`config.mk`:
```
export PLATFORM = sky130hd
export DESIGN_NAME = cascade_counter
export DESIGN_NICKNAME = d
export VERILOG_FILES = /design/src/rtl/cascade_cnt_pkg.sv /design/src/rtl/cnt_slice_ctrl.sv /design/src/rtl/cnt_slice_dp.sv /design/src/rtl/cascade_counter.sv
export SDC_FILE = /design/constraint.sdc
export NUM_CORES = 1
export LEC_CHECK = 0
export ABC_AREA = 1
export BUFFER_PORTS_ARGS = -buffer_cell sky130_fd_sc_hd__buf_2
export CAP_MARGIN = 20
export CORE_MARGIN = 2
export CORE_UTILIZATION = 47
export DETAILED_ROUTE_END_ITERATION = 6
export GPL_ROUTABILITY_DRIVEN = 0
export PLACE_DENSITY_LB_ADDON = 0.2
export SLEW_MARGIN = 20
export SYNTH_ARGS = -nofsm -noshare
export SYNTH_HDL_FRONTEND = slang
export SYNTH_SLANG_ARGS = --single-unit
export TNS_END_PERCENT = 10
```
`constraint.sdc`:
```
create_clock -name clk -period 1.54 [get_ports clk]
set_clock_uncertainty 0.1 [all_clocks]
set_input_delay 0 -clock clk [delete_from_list [all_inputs] [get_ports clk]]
set_output_delay 0 -clock clk [all_outputs]
set_load 0.02 [all_outputs]
```
`src/rtl/cascade_cnt_pkg.sv`:
```
package cascade_cnt_pkg;

  // Bits held by one counter slice.
  localparam int SLICE_W = 4;

  // Strobes from a slice's control to its datapath.
  typedef struct packed {
    logic loadEn;   // take the parallel input on this edge
    logic incEn;    // add one on this edge
  } sliceStrobe_t;

endpackage

```
`src/rtl/cnt_slice_ctrl.sv`:
```
module cnt_slice_ctrl
  import cascade_cnt_pkg::*;
(
  input  logic         loadN,
  input  logic         enP,
  input  logic         enT,
  output sliceStrobe_t strobe
);

  // Load has priority; counting needs both enables and no load.
  always_comb begin
    strobe.loadEn = ~loadN;
    strobe.incEn  = loadN & enP & enT;
  end

endmodule

```
`src/rtl/cnt_slice_dp.sv`:
```
module cnt_slice_dp
  import cascade_cnt_pkg::*;
#(
  parameter int W = SLICE_W
) (
  input  logic         clk,
  input  logic         clrN,
  input  sliceStrobe_t strobe,
  input  logic         enT,
  input  logic [W-1:0] dIn,
  output logic [W-1:0] q,
  output logic         carry
);

  always_ff @(posedge clk or negedge clrN) begin
    if (!clrN) begin
      q <= '0;
    end else if (strobe.loadEn) begin
      q <= dIn;
    end else if (strobe.incEn) begin
      q <= q + W'(1);
    end
  end

  // Lookahead carry: only the trickle enable gates it.
  assign carry = (&q) & enT;

endmodule

```
`src/rtl/cascade_counter.sv`:
```
module cascade_counter
  import cascade_cnt_pkg::*;
#(
  parameter int NUM_SLICES = 3
) (
  input  logic                          clk,
  input  logic                          clrN,
  input  logic                          loadN,
  input  logic                          enP,
  input  logic                          enT,
  input  logic [NUM_SLICES*SLICE_W-1:0] dataIn,
  output logic [NUM_SLICES*SLICE_W-1:0] countOut,
  output logic                          carryOut
);

  localparam int CNT_W = NUM_SLICES * SLICE_W;

  // trickleChain[k] is the trickle enable of slice k.
  logic [NUM_SLICES:0] trickleChain;
  assign trickleChain[0] = enT;

  for (genvar k = 0; k < NUM_SLICES; k++) begin : g_slice
    sliceStrobe_t strobe;

    cnt_slice_ctrl u_ctrl (
      .loadN  (loadN),
      .enP    (enP),
      .enT    (trickleChain[k]),
      .strobe (strobe)
    );

    cnt_slice_dp #(.W(SLICE_W)) u_dp (
      .clk    (clk),
      .clrN   (clrN),
      .strobe (strobe),
      .enT    (trickleChain[k]),
      .dIn    (dataIn[k*SLICE_W +: SLICE_W]),
      .q      (countOut[k*SLICE_W +: SLICE_W]),
      .carry  (trickleChain[k+1])
    );
  end

  assign carryOut = trickleChain[NUM_SLICES];

endmodule

```
# After elaboration in Yosys (flattened, before gate mapping)
# Index checks and enable logic that the tools add are counted.
[word_totals]
mem_bits_ro = 0
inputBits = 17
latchBits = 0
n_memories = 0
register_bits = 12
ramBits = 0
[classes]
add_sub_neg = 3
n_mux = 6
reduce_logical = 3
shifts = 0
n_lt_le_gt_ge = 0
n_div = 0
mul = 0
eq_ne = 3
bitwise_logic = 7
[op_table]
columns = ["op", "n"]
rows = [
  ["$mux W4", 6],
  ["$add A4 B1 Y4 const B", 3],
  ["$reduce_and A4 Y1", 3],
  ["$and A1 B1 Y1", 7],
  ["$ne A2 B1 Y1 const B", 3],
]

# Depth between registers and ports, before layout
[depth]
depth_word = 6
depth_mapped = 7

# Modules after synthesis
# A second synthesis with hierarchy kept.
[unflattened]
hier_cells = 102
hier_area_um2 = 747.0
[by_module_without_submodules]
columns = ["mod", "area_each_um2", "n_inst", "cells_each"]
rows = [
  ["cnt_slice_dp", 231.5, 3, 30],
  ["cnt_slice_ctrl", 17.5, 3, 4],
]

# Worst setup path before layout
# Ideal clock, no wire load.
[synth_path]
path_type = "register to output"
from = "register g_slice[0].u_dp.q[0]"
to = "output carryOut"
arrival_ns = 1.448
setup_slack_ns = -0.008
stages_incl_launch_ff = 6
path_buffers = 0
path_cell_list = "dfrtp_1 ha_1 nand2_2 nor2_4 nand2_1 nor3_1"
[synth_via]
elab_chain_cells = 4
[synth_lines]
columns = ["item", "line_no", "rtl"]
rows = [
  ["start, declared", "cnt_slice_dp.sv:11", "output logic [W-1:0] q,"],
  ["start signal, assigned", "cnt_slice_dp.sv:19", "q <= dIn;"],
  ["start signal, assigned", "cnt_slice_dp.sv:21", "q <= q + W'(1);"],
  ["$reduce_and A4 Y1", "cnt_slice_dp.sv:26", "assign carry = (&q) & enT;"],
  ["$and A1 B1 Y1 (3 in series)", "cnt_slice_dp.sv:26", ""],
  ["end, declared", "cascade_counter.sv:13", "output logic carryOut"],
]
# No other way between the ends.

# Worst setup path after layout
[layout_path]
from = "register g_slice[0].u_dp.q[1]"
to = "output carryOut"
# The elaborated chain is that of the path after synthesis.

==> flow_metrics.env <==
export IMPL_p_sw_w=0.000339
export IMPL_worst_slew_pin_slew_ns=0.275
export IMPL_synth_top_family_by_area="simple AND/OR/NAND/NOR gates"
export IMPL_numCtsBuffers=3
export IMPL_ant_nets=0
export IMPL_die_x_um=45.1
export IMPL_p_per_area_nw_per_um2=814
export IMPL_worstPathRequired_ns=1.44
export IMPL_drive_gt1_share_pct=31.4
export IMPL_reg2reg_depth=4
export IMPL_synth_simple_area_share_pct=42.7
export IMPL_diodes=0
export IMPL_clockPowerShare_pct=20.3
export IMPL_die_area_sq_um=2030
export IMPL_grt_use_total_pct=20.5
export IMPL_nets=178
export IMPL_hold_viol=0
export IMPL_path_max_fanout=4
export IMPL_gr_total_overflow=0
export IMPL_intPower_w=0.000601
export IMPL_fillerInstances=137
export IMPL_switching_share_pct=36.1
export IMPL_power_frac_seq_pct=43.7
export IMPL_core_area_sq_um=1540
export IMPL_start_util_pct=51.4
export IMPL_drv_cap=0
export IMPL_syn_area_sq_um=792
export IMPL_grt_pass1_vias=769
export IMPL_clock_sinks=12
export IMPL_combPwrFrac_pct=36.0
export IMPL_grt_pass1_wl_mm=3.10
export IMPL_synth_fa_ha_area_share_pct=4.74
export IMPL_hold_path_depth=4
export IMPL_cts_buffer_depth=2
export IMPL_drc=0
export IMPL_regMostFlops="g_slice.u_dp.q"
export IMPL_ys_seq_area_share_pct=37.9
export IMPL_hp_class="in -> reg"
export IMPL_hold_start="enP"
export IMPL_vdd_drop_max_mv=0.516
export IMPL_path_class="reg -> out"
export IMPL_synth_area_leader_cell="dfrtp_1"
export IMPL_syn_inst=107
export IMPL_synth_top_area_share_pct=37.9
export IMPL_grt_max_degree=20
export IMPL_route_vias_total=855
export IMPL_drtPass1Iterations=4
export IMPL_synth_nets=127
export IMPL_critPathCaptureType="output port"
export IMPL_finalCritPeriodShare_pct=99.2
export IMPL_fin_crit_ns=1.53
export IMPL_cp_start_kind="register"
export IMPL_worstPathArrival_ns=1.43
export IMPL_rsz0062_at_grt="true"
export IMPL_num_rows=14
export IMPL_cts_tree="built"
export IMPL_fin_cells=172
export IMPL_ys_ff_latch=12
export IMPL_dp_cells=151
export IMPL_synth_mux_area_share_pct=0
export IMPL_setup_viol=0
export IMPL_r2r_start="g_slice[0].u_dp.q[0]"
export IMPL_status="finished clean"
export IMPL_antenna_found_initial=0
export IMPL_slew_headroom_pct=81.6
export IMPL_final_common_cell="nand2_1"
export IMPL_ys_top_cells_by_area="dfrtp_1, nand2_1, nand3_1"
export IMPL_port_buffers=29
export IMPL_synth_cell_type_count=22
export IMPL_maxClockFrequency_mhz=655
export IMPL_via_per_inst=4.97
export IMPL_r2r_slack_ns=0.11
export IMPL_die_y_um=45.1
export IMPL_largest_register_ffs=12
export IMPL_wl_per_cell_um=10.9
export IMPL_r2r_end="g_slice[0].u_dp.q[0]"
export IMPL_synth_compound_area_share_pct=6.79
export IMPL_drt_iter0_markers=16
export IMPL_yosysWarningCount=0
export IMPL_clockRootBuffer="clkbuf_4"
export IMPL_reg_largest_list="g_slice.u_dp.q x12"
export IMPL_final_max_slew_viol_count=0
export IMPL_path_clk_slew_ns=0.08
export IMPL_syn_to_final_growth_pct=45.8
export IMPL_syn_avg_cell_area_sq_um=7.40
export IMPL_htree_levels=1
export IMPL_pin_count=30
export IMPL_hold_ws_ns=0.0164
export IMPL_routed_wl_mm=1.87
export IMPL_mostFrequentLayoutCells="nand2_1, buf_2, nand3_1, dlygate4sd3_1, dfrtp_1"
export IMPL_hpwl_mm=1.29
export IMPL_leakagePower_nw=0.607
export IMPL_clkLatencyLatePin_ns=0.26
export IMPL_synth_xor_area_share_pct=2.21
export IMPL_holdPathEnd="g_slice[0].u_dp.q[1]"
## layout make-up
class / instances / area [sq um] / share of cell area [%]
well taps: 16 / 20.0 / 1.73
multi-input cells: 88 / 462 / 40.0
inverters: 4 / 15.0 / 1.30
repair buffers: 49 / 335 / 29.0
flip-flops and latches: 12 / 300 / 26.0
clock buffers: 3 / 22.5 / 1.95
## per-stage QoR
step	util, %	power (W)	setup TNS (ns)	worst slack, ns	area (sq um)
2_1_floorplan	-	0.000610	0	0.149	797
3_5_place_dp	61.4	0.000709	0	0.198	947
4_1_cts	73.9	0.000942	0	0.00397	1140
6_report	74.9	0.000940	0	0.0128	1150
3_3_place_gp	61.4	0.000703	0	0.204	947
5_1_grt	74.9	0.00101	-0.133	-0.117	1150
## Yosys cell counts
cell,count
a21oi_2,1
nand3_2,1
buf_4,1
o21ai_0,3
or2_2,2
nor3_1,1
nor2_1,3
o211ai_1,2
inv_1,4
nand2_2,4
xor2_1,1
xnor2_1,1
nand4_1,2
nand2_1,45
ha_1,3
buf_6,2
o21bai_1,1
nor2_2,1
dfrtp_1,12
nor2_4,1
o31ai_1,1
nand3_1,15
## what timing repair did
action / CTS / global route
endpoints found under the hold margin: 24 / 0
gates resized for setup: 2 / 1
setup buffers: 2 / 1
hold buffers: 15 / 0
setup endpoints to repair: 1 / 2
pin swaps: 0 / 1
## power by group through the flow
stage | Sequential (W) | Combinational [W] | Clock (W)
finish | 0.000411 | 0.000338 | 0.000191
global route | 0.000419 | 0.000379 | 0.000209
CTS | 0.000411 | 0.000335 | 0.000196
detailed placement | 0.000420 | 0.000289 | 0
global placement | 0.000418 | 0.000285 | 0
floorplan | 0.000468 | 0.000143 | 0
## worst max path at each step
stage	cells past startpoint	from	end	slack (ns)
final	6	g_slice[0].u_dp.q[1]	carryOut	0.01
after global routing	6	g_slice[1].u_dp.q[1]	carryOut	-0.12
after CTS	6	g_slice[0].u_dp.q[1]	carryOut	0.004
after detailed placement	7	g_slice[0].u_dp.q[0]	g_slice[2].u_dp.q[2]	0.20
after global placement	7	g_slice[0].u_dp.q[0]	g_slice[1].u_dp.q[3]	0.20
after floorplan	7	g_slice[0].u_dp.q[0]	g_slice[2].u_dp.q[3]	0.15
## layer usage
metal  up-vias  wire, um  global-route usage, %
met5         -         0                      0
li1        453         -                      -
met1       382       851                   24.4
met3         2        73                   4.00
met4         0        10                   4.71
met2        18       938                   37.7
## cells by family after synthesis
| logic type | count (synthesis) |
|---|---|
| AND/OR/NAND/NOR | 75 |
| flip-flops | 12 |
| AO/OA/AOI/OAI | 8 |
| buffers and inverters | 7 |
| adder cells (fa/ha/maj) | 3 |
| XOR/XNOR | 2 |
## critical path, cell delays in order, from the launching register on
cell     delay [ns]
dfrtp_1        0.39
ha_2           0.21
nand2_2        0.07
nor2_4         0.14
nand2_1        0.08
nor3_2         0.11
buf_4          0.16
No activity file was read; power rests on OpenSTA's default activity.
